===== config.mk =====
export PLATFORM = sky130hd
export DESIGN_NAME = tod_clock
export DESIGN_NICKNAME = d
export VERILOG_FILES = /design/src/rtl/tod_pkg.sv /design/src/rtl/tod_tick.sv /design/src/rtl/tod_bcd60.sv /design/src/rtl/tod_hours.sv /design/src/rtl/tod_clock.sv
export SDC_FILE = /design/constraint.sdc
export NUM_CORES = 1
export LEC_CHECK = 0
export BUFFER_PORTS_ARGS = -buffer_cell sky130_fd_sc_hd__buf_4
export CAP_MARGIN = 20
export CORE_MARGIN = 2
export CORE_UTILIZATION = 57
export DETAILED_ROUTE_END_ITERATION = 6
export HOLD_SLACK_MARGIN = 0.12
export PLACE_DENSITY = 0.8
export SKIP_LAST_GASP = 1
export SYNTH_ARGS = -nofsm -noshare
export SYNTH_HDL_FRONTEND = slang
export SYNTH_HIERARCHICAL = 1
export SYNTH_SLANG_ARGS = --single-unit

===== constraint.sdc =====
create_clock -name clk -period 3.7 [get_ports clk]
set_clock_uncertainty 0.1 [all_clocks]
set_input_delay 0.74 -clock clk [delete_from_list [all_inputs] [get_ports clk]]
set_output_delay 0.74 -clock clk [all_outputs]
set_load 0.005 [all_outputs]

===== src/rtl/tod_pkg.sv =====
package tod_pkg;
  localparam int HR_W = 5;
  localparam logic [7:0] BCD_LAST = 8'h59;

  // Next value of a two-digit BCD field that wraps 59 -> 00.
  function automatic logic [7:0] bcd60_next(input logic [7:0] v);
    logic [7:0] r;
    if (v[3:0] == 4'd9) begin
      if (v[7:4] == 4'd5) r = 8'h00;
      else                r = {v[7:4] + 4'd1, 4'd0};
    end else begin
      r = {v[7:4], v[3:0] + 4'd1};
    end
    return r;
  endfunction

  // Replace an illegal BCD minute/second pattern by zero.
  function automatic logic [7:0] bcd60_clamp(input logic [7:0] v);
    return (v[7:4] <= 4'd5 && v[3:0] <= 4'd9) ? v : 8'h00;
  endfunction

  // Binary hour (0..29) to two BCD digits.
  function automatic logic [7:0] hour_to_bcd(input logic [HR_W-1:0] h);
    logic [3:0] tens;
    logic [4:0] units;
    if (h >= HR_W'(20))      tens = 4'd2;
    else if (h >= HR_W'(10)) tens = 4'd1;
    else                     tens = 4'd0;
    units = h - 5'(tens * 10);
    return {tens, units[3:0]};
  endfunction
endpackage


===== src/rtl/tod_tick.sv =====
module tod_tick #(
  parameter int CLK_HZ = 12_000_000
) (
  input  logic clk,
  input  logic rst_n,
  output logic tick_o
);
  localparam int CW = (CLK_HZ > 2) ? $clog2(CLK_HZ) : 1;
  localparam logic [CW-1:0] LAST = CW'(CLK_HZ - 1);

  logic [CW-1:0] cnt_q;

  assign tick_o = (cnt_q == LAST);

  always_ff @(posedge clk or negedge rst_n) begin
    if (!rst_n)      cnt_q <= '0;
    else if (tick_o) cnt_q <= '0;
    else             cnt_q <= cnt_q + CW'(1);
  end
endmodule


===== src/rtl/tod_bcd60.sv =====
module tod_bcd60
  import tod_pkg::*;
(
  input  logic       clk,
  input  logic       rst_n,
  input  logic       inc_i,
  input  logic       load_i,
  input  logic [7:0] load_val_i,
  output logic [7:0] val_o,
  output logic       last_o
);
  logic [7:0] val_q;

  always_ff @(posedge clk or negedge rst_n) begin
    if (!rst_n)      val_q <= 8'h00;
    else if (load_i) val_q <= bcd60_clamp(load_val_i);
    else if (inc_i)  val_q <= bcd60_next(val_q);
  end

  assign val_o  = val_q;
  assign last_o = (val_q == BCD_LAST);
endmodule


===== src/rtl/tod_hours.sv =====
module tod_hours
  import tod_pkg::*;
#(
  parameter int HOURS = 24
) (
  input  logic            clk,
  input  logic            rst_n,
  input  logic            inc_i,
  input  logic            load_i,
  input  logic [HR_W-1:0] load_val_i,
  output logic [HR_W-1:0] val_o
);
  localparam logic [HR_W-1:0] TOP = HR_W'(HOURS - 1);

  logic [HR_W-1:0] val_q;

  always_ff @(posedge clk or negedge rst_n) begin
    if (!rst_n) begin
      val_q <= '0;
    end else if (load_i) begin
      val_q <= (load_val_i <= TOP) ? load_val_i : '0;
    end else if (inc_i) begin
      val_q <= (val_q == TOP) ? '0 : val_q + HR_W'(1);
    end
  end

  assign val_o = val_q;
endmodule


===== src/rtl/tod_clock.sv =====
module tod_clock
  import tod_pkg::*;
#(
  parameter int CLK_HZ = 12_000_000,
  parameter int HOURS  = 24
) (
  input  logic       clk,
  input  logic       rst_n,
  input  logic       set_toggle,
  input  logic [7:0] preset_min,
  input  logic [4:0] preset_hr,
  output logic       set_mode,
  output logic [7:0] hr_bcd,
  output logic [7:0] min_bcd,
  output logic [7:0] sec_bcd,
  output logic       hour_strobe
);
  localparam int NFLD = 2;  // field 0: seconds, field 1: minutes

  logic            mode_q;
  logic            strobe_q;
  logic            tick;
  logic            sec_tick;
  logic            sec_wrap;
  logic            min_wrap;
  logic [HR_W-1:0] hr_val;

  logic [7:0] fld_val    [NFLD];
  logic       fld_last   [NFLD];
  logic       fld_inc    [NFLD];
  logic       fld_load   [NFLD];
  logic [7:0] fld_preset [NFLD];

  tod_tick #(.CLK_HZ(CLK_HZ)) u_tick (
    .clk    (clk),
    .rst_n  (rst_n),
    .tick_o (tick)
  );

  // Event chain: the hour carry is the product of both lower wraps in
  // the same cycle, so a minute field parked at 00 cannot re-fire it.
  assign sec_tick = tick & ~mode_q;
  assign sec_wrap = sec_tick & fld_last[0];
  assign min_wrap = sec_wrap & fld_last[1];

  assign fld_inc[0]    = sec_tick;
  assign fld_load[0]   = 1'b0;
  assign fld_preset[0] = 8'h00;
  assign fld_inc[1]    = sec_wrap;
  assign fld_load[1]   = mode_q;
  assign fld_preset[1] = preset_min;

  for (genvar g = 0; g < NFLD; g++) begin : g_fld
    tod_bcd60 u_fld (
      .clk        (clk),
      .rst_n      (rst_n),
      .inc_i      (fld_inc[g]),
      .load_i     (fld_load[g]),
      .load_val_i (fld_preset[g]),
      .val_o      (fld_val[g]),
      .last_o     (fld_last[g])
    );
  end

  tod_hours #(.HOURS(HOURS)) u_hours (
    .clk        (clk),
    .rst_n      (rst_n),
    .inc_i      (min_wrap),
    .load_i     (mode_q),
    .load_val_i (preset_hr),
    .val_o      (hr_val)
  );

  always_ff @(posedge clk or negedge rst_n) begin
    if (!rst_n) begin
      mode_q   <= 1'b0;
      strobe_q <= 1'b0;
    end else begin
      mode_q   <= mode_q ^ set_toggle;
      strobe_q <= min_wrap;
    end
  end

  assign set_mode    = mode_q;
  assign sec_bcd     = fld_val[0];
  assign min_bcd     = fld_val[1];
  assign hr_bcd      = hour_to_bcd(hr_val);
  assign hour_strobe = strobe_q;
endmodule


==> results of run 1 <==
==> cell usage in the layout, fill, tap and decap left out, drive strengths merged, types with 3 or more instances in the layout <==
| cell type | count |
|---|---|
| and4b | 5 |
| or3 | 3 |
| nand3 | 14 |
| a22oi | 3 |
| nor4b | 3 |
| xor2 | 11 |
| nor2b | 9 |
| a21oi | 18 |
| nand2b | 3 |
| nand4 | 10 |
| o21ai | 19 |
| clkbuf | 7 |
| a2bb2oi | 4 |
| a21o | 3 |
| conb | 20 |
| nor4 | 5 |
| nor2 | 26 |
| nor3 | 11 |
| xnor2 | 8 |
| and4 | 3 |
| dfrtp | 47 |
| inv | 15 |
| ha | 7 |
| nand3b | 4 |
| and3 | 4 |
| nand2 | 16 |
| buf | 41 |
==> kinds of logic (layout without fill, tap and decap cells) <==
logic type / Yosys count / after routing / share of synthesized area, %
AOI/OAI and AO/OA: 66 / 66 / 17.37
xor gates and xnor gates: 19 / 19 / 5.818
adders and majority gates: 8 / 8 / 3.762
buffers and inverters: 25 / 64 / 4.505
DFF: 47 / 47 / 41.12
muxes: 1 / 1 / 0.3500
other: 1 / 20 / 0.1311
and+or+nand+nor: 130 / 130 / 26.95
==> flip-flops by register name (all words and copies together), names as in the netlist <==
signal,flops
hour_strobe,1
u_tick/cnt_q,24
set_mode,1
g_fld.u_fld/val_o,16
u_hours/val_o,5
==> layer usage <==
layer / GRT usage [%] / wire (um) / vias up
met4: 8.730 / 36 / 0
met2: 38.11 / 2861 / 43
met1: 29.36 / 2594 / 1146
li1: - / - / 1178
met5: 0 / 0 / -
met3: 3.614 / 185 / 2
==> worst reg2reg max path, cell delays in order (launching register included) <==
cell	delay, ns
dfrtp_1	0.41
ha_1	0.22
nand4_1	0.21
or2_0	0.40
nor2_1	0.15
buf_4	0.20
nor2b_1	0.15
buf_4	0.17
and2_1	0.32
nand2_1	0.16
o21ai_0	0.18
a21oi_1	0.09
a21o_1	0.19
==> power by group <==
part	internal (W)	switching, W
registers	0.000569	0.000127
logic	0.000252	0.000204
clock network	0.000133	0.000157
total	0.000954	0.000488
==> Yosys cell counts (4+ instances only) <==
library cell	count	area share (%)
dfrtp_1	47	41
nor2_1	26	3.4
a21oi_1	17	3.0
nand2_1	16	2.1
inv_1	14	1.8
o21ai_0	13	2.3
nand3_1	12	2.1
nor3_1	11	1.9
xor2_1	11	3.4
nand4_1	10	2.2
nor2b_1	9	2.0
xnor2_1	8	2.4
ha_1	7	3.1
nor4_1	5	1.1
o21ai_1	5	0.87
a2bb2oi_1	4	1.2
and3_1	4	0.87
and4b_1	4	1.4
buf_2	4	0.70
nand3b_1	4	1.0
==> path summary, 6_finish.rpt <==
kind,end,slack [ns],depth (start not counted)
hold reg to reg,u_tick/cnt_q[19]$_DFF_PN0_,0.41,1
setup reg to reg,g_fld[1].u_fld/val_o[3]$_DFFE_PN0P_,0.65,12
min in group clk,u_tick/cnt_q[19]$_DFF_PN0_,0.41,1
max in group asynchronous,u_tick/cnt_q[5]$_DFF_PN0_,2.76,1
setup / recovery,g_fld[1].u_fld/val_o[3]$_DFFE_PN0P_,0.65,12
hold / removal,u_tick/cnt_q[18]$_DFF_PN0_,0.35,1
==> area by class of cell <==
| type | count | area [um2] |
|---|---|---|
| timing repair buffer | 41 | 307.8 |
| clock inverter | 1 | 5.005 |
| inverter | 15 | 56.30 |
| clock buffer | 7 | 76.32 |
| sequential | 47 | 1176 |
| fill | 377 | 1454 |
| tap | 67 | 83.83 |
| multi-input combinational | 244 | 1627 |
==> through the flow <==
stage / area (um2) / power, W / hold slack (ns) / std cells / utilization (%)
final: 3332 / 0.001442 / 0.3486 / 422 / 69.62
after global routing: 3332 / 0.001550 / 0.3937 / 422 / 69.62
after CTS: 3332 / 0.001460 / 0.3562 / 422 / 69.62
after detailed placement: 3251 / 0.001166 / 0.4043 / 414 / 67.92
after global placement: 3251 / 0.001142 / 0.3819 / 414 / 67.92
after floorplan: 2932 / 0.0009592 / 0.3444 / 316 / -
==> results_dict.tcl, run 1 <==
set metrics [dict create \
    ant_nets 0 \
    area_delta_synth_final_pct 16.49 \
    critPathArrivalTime_ns 3.14 \
    static-leakage-power_nw 1.510 \
    critPathRequiredTime_ns 3.79 \
    fin_nets 378 \
    slew_at_the_pin_with_the_worst_max_slew_slack_ns 0.6992 \
    cts_made_buffers 5 \
    synth-edff-count 0 \
    ys_flop_type "dfrtp_1" \
    clk_pin_slew_worst_paths_ns 0.08 \
    floorplan.io_pins 42 \
    vias_in_the_first_global_route 2262 \
    final_period_minus_worst_setup_slack_ns 3.050 \
    globalRouteOverflowTotal 0 \
    antenna-diode-count 0 \
    async_set_reset_flop_share_out_of_synthesis_pct 100.0 \
    critical_path.cell_chain "ha_1 > nand4_1 > or2_0 > nor2_1 > buf_4 > nor2b_1 > buf_4 > and2_1 > nand2_1 > o21ai_0 > a21oi_1 > a21o_1" \
    share_of_final_layout_standard_cells_stronger_than_drive_strength_1_pct 18.59 \
    clockBufferDepth 2 \
    max_freq_mhz 327.9 \
    timing.critical_path.max_delay_family "simple AND/OR/NAND/NOR gates" \
    design.core.area_um2 4786 \
    powerDensity_nw_per_um2 432.9 \
    dr.first_iter.drc_count 145 \
    cpMaxStageDelayCell "dfrtp_1" \
    start_util_pct 59.76 \
    cts_tree "done" \
    post-dp-hpwl_um 4248 \
    grt_antenna_before_repair 0 \
    postCtsSetupRepairBufs 0 \
    startpoint_type "flop" \
    holdBufCountCts 0 \
    grt_pass1_wl_um 9818 \
    htree_depth 2 \
    highest_ir_drop_seen_on_vdd_uv 230.3 \
    worstSetupStartpoint "u_tick/cnt_q[0]$_DFF_PN0_" \
    critical_path.most_common_cell "buf_4" \
    port-buffer-count 39 \
    routed_via_density 5.614 \
    synth_area_per_cell_um2 9.630 \
    synth_warnings 6 \
    status "complete, no violations" \
    rows 25 \
    clockRootBuffer "clkbuf_8" \
    synth_area_um2 2860 \
    path_class "flop to flop" \
    final-max-slew-violation-count 0 \
    post_cts.resized_instances 0 \
    final_hold_viol_count 0 \
    critical_path_peak_fanout 13 \
    syn-instance-count 297 \
    max_cap_viol_count 0 \
    critPathMaxStageDelay_ns 0.41 \
    relSlewSlack_pct 53.39 \
    die_h_um 74.84 \
    finalSetupTns_ns 0 \
    sequential_share_of_the_synthesized_area_pct 41.12 \
    totalWireLength_um 5677 \
    synth.distinct_cells 68 \
    timing.hold.worst.class "input pin to asynchronous set/reset pin" \
    grt_max_degree 48 \
    final_routed_drc_violation_total 0 \
    dieWidth_um 74.84 \
    timing.rr.start "u_tick/cnt_q[0]$_DFF_PN0_" \
    pre_cts_ws_ns 0.6565 \
    layout_worst_path_cycle_share_pct 82.42 \
    synthesis_stage_register_bit_count 47 \
    setup_viol 0 \
    critical_path.n_buffers_inverters 2 \
    routabilityCongestion 0.8018 \
    die_outline_area_um2 5600 \
    dr.pass1.iters 4 \
    grt_setup_unrepaired "false" \
    via_count 2369 \
    tritoncts_num_sinks 47 \
    drt-wirelength-per-cell_um 13.45 \
    clk-insertion-delay-late_ns 0.29 \
    global_route.usage.total_pct 22.62 \
    worst_slack_ns 0.6503 \
    critical_path.endpoint_type "flop" \
]
Power figures use the tool's default switching activity.
==> inputs of run 2 (changes only) <==
--- a/config.mk
+++ b/config.mk
@@ -5,13 +5,14 @@
 export SDC_FILE = /design/constraint.sdc
 export NUM_CORES = 1
 export LEC_CHECK = 0
+export ABC_AREA = 1
 export BUFFER_PORTS_ARGS = -buffer_cell sky130_fd_sc_hd__buf_4
 export CAP_MARGIN = 20
 export CORE_MARGIN = 2
-export CORE_UTILIZATION = 57
+export CORE_UTILIZATION = 52
 export DETAILED_ROUTE_END_ITERATION = 6
 export HOLD_SLACK_MARGIN = 0.12
-export PLACE_DENSITY = 0.8
+export PLACE_DENSITY = 0.76
 export SKIP_LAST_GASP = 1
 export SYNTH_ARGS = -nofsm -noshare
 export SYNTH_HDL_FRONTEND = slang
==> constraint.sdc (replaced) <==
create_clock -name clk -period 2.8 [get_ports clk]
set_clock_uncertainty 0.1 [all_clocks]
set_input_delay 0.56 -clock clk [delete_from_list [all_inputs] [get_ports clk]]
set_output_delay 0.56 -clock clk [all_outputs]
set_load 0.005 [all_outputs]
==> run 2 against run 1 <==
Effect of this change:
- final cell count is 38% higher
- flip-flop and latch count unchanged
- die area up 19%
- critical path type is now flop to output pin
- worst hold slack worse by 0.20 ns
- synthesized cell count up 49%
- total power is 65% higher
- clock power is 74% higher
- core utilization shrank 6.6 points
- highest routed layer unchanged
- largest cell class unchanged
- first-iteration DRC count decreased by 24%
- register-to-register slack lost 0.27 ns
==> results_dict.tcl, run 2 <==
set metrics [dict create \
    status "complete, no violations" \
    final_hold_viol_count 0 \
    area_delta_synth_final_pct 18.19 \
    setup_viol 0 \
    share_of_final_layout_standard_cells_stronger_than_drive_strength_1_pct 19.88 \
    fin_cells 583 \
    cpMaxStageDelayCell "dfrtp_1" \
    totalWireLength_um 6488 \
    netSwitchingPower_w 0.0009181 \
    comb_power_share_pct 40.2 \
    floorplan.io_pins 42 \
    synth.largest_area_cell "dfrtp_1" \
    fraction_of_post_synthesis_cell_area_in_the_top_cell_type_by_area_pct 37.50 \
    synthesis_stage_register_bit_count 47 \
    drt-wirelength-per-cell_um 11.13 \
    worst_slack_ns 0.1117 \
    routabilityCongestion 0.8928 \
    tritoncts_num_sinks 47 \
    async_set_reset_flop_share_out_of_synthesis_pct 100.0 \
    layout_worst_path_cycle_share_pct 96.01 \
    static-leakage-power_nw 1.943 \
    vias_in_the_first_global_route 2782 \
    rows 28 \
    antenna-diode-count 0 \
    synth_area_um2 3137 \
    dr.pass1.iters 4 \
    final-max-slew-violation-count 0 \
    slew_at_the_pin_with_the_worst_max_slew_slack_ns 0.5923 \
    die_h_um 81.67 \
    startpoint_type "flop" \
    synth.distinct_cells 37 \
    powerDensity_nw_per_um2 643.7 \
    grt_antenna_before_repair 0 \
    design.core.area_um2 5886 \
    top_register "u_tick/cnt_q" \
    cell_internal_pwr_w 0.001468 \
    max_cap_viol_count 0 \
    relSlewSlack_pct 60.52 \
    max_freq_mhz 372.0 \
    clk-insertion-delay-late_ns 0.30 \
    synth.most_common_cell "nand2_1" \
    synth-edff-count 0 \
    fin_nets 531 \
    r2r_setup_slack_ns 0.38 \
    pre_cts_ws_ns 0.3126 \
    placedCellCount 573 \
    final_period_minus_worst_setup_slack_ns 2.688 \
    grt_pass1_wl_um 11270 \
    via_count 2931 \
    critical_path_peak_fanout 6 \
    grt_max_degree 48 \
    clock_power_share_pct 21.1 \
    largest_register_ff_count 24 \
    final_cell_mix "nand2_1, nor2_1, inv_1" \
    path_class "flop to output pin" \
    globalRouteOverflowTotal 0 \
    synth_warnings 6 \
    port-buffer-count 39 \
    post-dp-hpwl_um 5014 \
    critPathArrivalTime_ns 2.03 \
    synth_top_cells_by_count "nand2_1, nor2_1, inv_1" \
    clockRootBuffer "clkbuf_8" \
    layout_commonest_cell "nand2_1" \
    seq_power_share_pct 38.8 \
    critical_path.endpoint_type "output pin" \
    clk_pin_slew_worst_paths_ns 0.09 \
    dieWidth_um 81.67 \
    htree_depth 2 \
    sequential_share_of_the_synthesized_area_pct 37.50 \
    critPathMaxStageDelay_ns 0.45 \
    cts_tree "done" \
    timing.hold.worst.class "input pin to asynchronous set/reset pin" \
    dr.first_iter.drc_count 110 \
    critical_path.most_common_cell "inv_1" \
    start_util_pct 53.30 \
    die_outline_area_um2 6669 \
    cts_made_buffers 5 \
    highest_ir_drop_seen_on_vdd_uv 536.5 \
    critPathRequiredTime_ns 2.14 \
    cells_taking_the_most_area_after_synthesis "dfrtp_1, nand2_1, nand3_1" \
    synth_area_per_cell_um2 7.065 \
    final_routed_drc_violation_total 0 \
    power_switching_share_pct 38.47 \
    ant_nets 0 \
    critical_path.cell_chain "nor2_1 > o31ai_2 > ha_1 > inv_1 > fa_1 > inv_1 > nand3_1 > nand2_1 > buf_4" \
    syn-instance-count 444 \
    ys_flop_type "dfrtp_1" \
    clockBufferDepth 2 \
    global_route.usage.total_pct 21.37 \
    routed_via_density 5.027 \
]
==> run 2: changes by cell type after synthesis, moves of 6 or more <==
cell / before / now
nand2_1: 16 / 125
inv_1: 14 / 54
nand3_1: 12 / 47
nor2_1: 26 / 56
inv_2: 1 / 13
nor2_2: 0 / 11
a21oi_1: 17 / 8
nor2b_1: 9 / 0
nor3_1: 11 / 2
nand2_2: 0 / 7
o21ai_0: 13 / 7
==> run 2: worst max-delay path: cells and delay by family, from the launching register on <==
kind                       cells  cell delay, ns
buffers and inverters          3            0.23
DFF                            1            0.45
and+or+nand+nor                3            0.27
AOI/OAI and AO/OA              1            0.23
adders and majority gates      2            0.55
==> run 2: area by class of cell <==
cell class                 count  area [um2]
timing repair buffer          41       307.8
multi-input combinational    343        1753
clock inverter                 3       43.79
clock buffer                   5       68.82
sequential                    47        1179
inverter                      69       261.5
fill                         555        2178
tap                           75       93.84
==> run 2: path summary, 6_finish.rpt <==
path,startpoint,end,cells after the start
worst max-delay path,u_hours/val_o[1]$_DFFE_PN0P_,hr_bcd[3],9
min in group clk,set_toggle,set_mode$_DFF_PN0_,2
worst min-delay path,rst_n,u_tick/cnt_q[6]$_DFF_PN0_,1
worst min register to register,u_tick/cnt_q[0]$_DFF_PN0_,u_tick/cnt_q[0]$_DFF_PN0_,1
max in group asynchronous,rst_n,u_hours/val_o[2]$_DFFE_PN0P_,1
worst max register to register,u_tick/cnt_q[0]$_DFF_PN0_,g_fld[1].u_fld/val_o[5]$_DFFE_PN0P_,16
==> run 2: per-stage QoR <==
stage | hold slack, ns | util (%) | setup TNS, ns | instance area (um2) | total power (W)
2_1_floorplan | 0.1644 | - | 0 | 3201 | 0.001502
3_3_place_gp | 0.3434 | 60.69 | 0 | 3572 | 0.001834
3_5_place_dp | 0.3578 | 60.69 | 0 | 3572 | 0.001869
4_1_cts | 0.1843 | 62.63 | 0 | 3686 | 0.002376
5_1_grt | 0.2093 | 62.99 | -0.03194 | 3707 | 0.002587
6_report | 0.1528 | 62.99 | 0 | 3707 | 0.002386
==> run 2: power groups by stage <==
stage	registers, W	clock network, W	logic [W]
2_1_floorplan	0.000910	0	0.000592
3_3_place_gp	0.000934	0	0.000900
3_5_place_dp	0.000938	0	0.000931
4_1_cts	0.000924	0.000516	0.000936
5_1_grt	0.000946	0.000539	0.00110
6_report	0.000926	0.000502	0.000958
==> run 2: logic make-up after synthesis <==
group,after synthesis,synth area share [%]
XOR/XNOR,13,3.630
AO/OA/AOI/OAI,32,6.662
flip-flops,47,37.50
AND/OR/NAND/NOR,272,39.85
adder cells (fa/ha/maj),8,3.430
other,1,0.1196
buffers and inverters,71,8.815
==> run 2: per-layer routing <==
metal,wire length (um),vias to the layer above,GRT usage [%]
met3,245,6,2.967
li1,-,1497,-
met4,70,0,8.000
met2,3241,68,38.69
met5,0,-,0
met1,2931,1360,25.74
==> run 2: timing repair <==
action                                  CTS  global route
resized for setup                         1             3
pin swaps                                 0             0
setup buffers                             0             2
hold buffers                              0             0
endpoints found under the setup margin    1             1
==> inputs of run 3 (changes only) <==
--- a/config.mk
+++ b/config.mk
@@ -9,10 +9,12 @@
 export BUFFER_PORTS_ARGS = -buffer_cell sky130_fd_sc_hd__buf_4
 export CAP_MARGIN = 20
 export CORE_MARGIN = 2
-export CORE_UTILIZATION = 52
+export CORE_UTILIZATION = 54
+export CTS_BUF_LIST = sky130_fd_sc_hd__clkbuf_8
 export DETAILED_ROUTE_END_ITERATION = 6
+export GPL_ROUTABILITY_DRIVEN = 0
 export HOLD_SLACK_MARGIN = 0.12
-export PLACE_DENSITY = 0.76
+export PLACE_DENSITY = 0.78
 export SKIP_LAST_GASP = 1
 export SYNTH_ARGS = -nofsm -noshare
 export SYNTH_HDL_FRONTEND = slang
==> run 3 against run 2 <==
Effect of this change:
- final cell count down 0.86%
- critical path depth decreased by 1
- sequential power hardly changed
- combinational power increased by 2.4%
- total power about the same
- global-route usage rose by 1.3 points
- non-clock buffer count down 1
- first-iteration DRC count increased by 57%
- highest routed layer unchanged
==> results_dict.tcl, run 3 (synthesis results as in run 2) <==
set metrics [dict create \
    worstSetupStartpoint "u_hours/val_o[4]$_DFFE_PN0P_" \
    final_hold_viol_count 0 \
    powerDensity_nw_per_um2 644.6 \
    grt_pass1_wl_um 11730 \
    ant_nets 0 \
    globalRouteOverflowTotal 0 \
    post_dp_cell_area_um2 3568 \
    clockBufferDepth 2 \
    path_class "flop to output pin" \
    antenna-diode-count 0 \
    post-dp-hpwl_um 4980 \
    final-max-slew-violation-count 0 \
    dr.first_iter.drc_count 173 \
    critical_path.endpoint_type "output pin" \
    setup_viol 0 \
    layout.filler_cells 508 \
    r2r_setup_slack_ns 0.40 \
    cts_tree "done" \
    critPathArrivalTime_ns 2.06 \
    seqCellArea_um2 1180 \
    max_cap_viol_count 0 \
    critPathMaxStageDelay_ns 0.48 \
    multi_input_area_um2 1767 \
    max_freq_mhz 367.3 \
    fin_nets 530 \
    top_register "u_tick/cnt_q" \
    final_cell_mix "nand2_1, nor2_1, inv_1" \
    layout_commonest_cell "nand2_1" \
    final_period_minus_worst_setup_slack_ns 2.722 \
    die_h_um 80.22 \
    slew_at_the_pin_with_the_worst_max_slew_slack_ns 0.5846 \
    start_util_pct 56.27 \
    dieWidth_um 80.22 \
    critical_path.most_common_cell "inv_1" \
    timing.rr.start "u_tick/cnt_q[0]$_DFF_PN0_" \
    clk-insertion-delay-late_ns 0.30 \
    routed_via_density 4.955 \
    totalWireLength_um 6525 \
    final_routed_drc_violation_total 0 \
    startpoint_type "flop" \
    worst_r2r_path_depth 16 \
    critical_path.cell_chain "o31ai_4 > ha_1 > inv_1 > fa_1 > inv_1 > nand3_1 > nand2_1 > buf_4" \
    holdBufCountCts 0 \
    via_count 2864 \
    timing.hold.worst.class "input pin to asynchronous set/reset pin" \
    floorplan.io_pins 42 \
    clockRootBuffer "clkbuf_8" \
    finalSetupTns_ns 0 \
    clk_pin_slew_worst_paths_ns 0.09 \
    cpMaxStageDelayCell "dfrtp_1" \
    p_total_w 0.002386 \
    grt_antenna_before_repair 0 \
    htree_depth 2 \
    drt-wirelength-per-cell_um 11.29 \
    port-buffer-count 39 \
    area_delta_synth_final_pct 17.99 \
    tritoncts_num_sinks 47 \
    grt_max_degree 48 \
    status "complete, no violations" \
    rows 27 \
    critical_path_peak_fanout 7 \
    global_route.usage.total_pct 22.68 \
    design.core.area_um2 5574 \
    static-leakage-power_nw 1.937 \
    highest_ir_drop_seen_on_vdd_uv 465.4 \
    dr.pass1.iters 4 \
    critPathRequiredTime_ns 2.14 \
    layout_worst_path_cycle_share_pct 97.23 \
    vias_in_the_first_global_route 2795 \
    relSlewSlack_pct 61.03 \
    hold_slack_ns 0.1632 \
    share_of_final_layout_standard_cells_stronger_than_drive_strength_1_pct 19.76 \
    fin_area_um2 3701 \
    r2r-end "g_fld[1].u_fld/val_o[6]$_DFFE_PN0P_" \
    die_outline_area_um2 6434 \
    cts_made_buffers 5 \
    largest_register_ff_count 24 \
]
[run 3: critical path: cells and delay by family, from the launching register on]
kind / cells / cell delay, ns
AOI/OAI and AO/OA: 1 / 0.30
adders and majority gates: 2 / 0.57
buffers and inverters: 3 / 0.24
DFF: 1 / 0.48
and+or+nand+nor: 2 / 0.18
[run 3: cell type report]
type	instances	area share, %
clock buffer	5	1.859
multi-input combinational	343	47.73
tap	72	2.434
clock inverter	2	0.9128
inverter	69	7.066
sequential	47	31.88
timing repair buffer	40	8.114
[run 3: worst max path at each step]
stage,slack [ns],to,depth (start not counted)
floorplan,0.51,hr_bcd[3],8
global placement,0.41,hr_bcd[3],9
detailed placement,0.28,hr_bcd[3],9
CTS,0.04,hr_bcd[3],10
global route,-0.02,hr_bcd[3],8
finish,0.08,hr_bcd[3],8
[run 3: layer usage]
| metal | track usage, % | wire (um) | up-vias |
|---|---|---|---|
| met5 | 0 | 0 | - |
| met2 | 40.00 | 3265 | 54 |
| met3 | 3.146 | 204 | 7 |
| li1 | - | - | 1496 |
| met1 | 28.85 | 2982 | 1307 |
| met4 | 6.610 | 73 | 0 |
[run 3: what timing repair did]
item                       in CTS  in global routing
setup buffers                   0                  1
gates resized for setup         2                  5
setup endpoints to repair       1                  1
[run 3: where the power goes]
part / switching, W / total (W) / internal, W
combinational: 0.000547 / 0.000981 / 0.000434
sequential: 0.000157 / 0.000929 / 0.000772
clock: 0.000218 / 0.000476 / 0.000258
[run 3: stage by stage]
step,util [%],std cells,setup WS [ns]
global route,66.40,578,-0.01628
detailed placement,64.02,570,0.2834
global placement,64.02,570,0.4092
CTS,65.97,577,0.03830
finish,66.40,578,0.07756
floorplan,-,461,0.5051
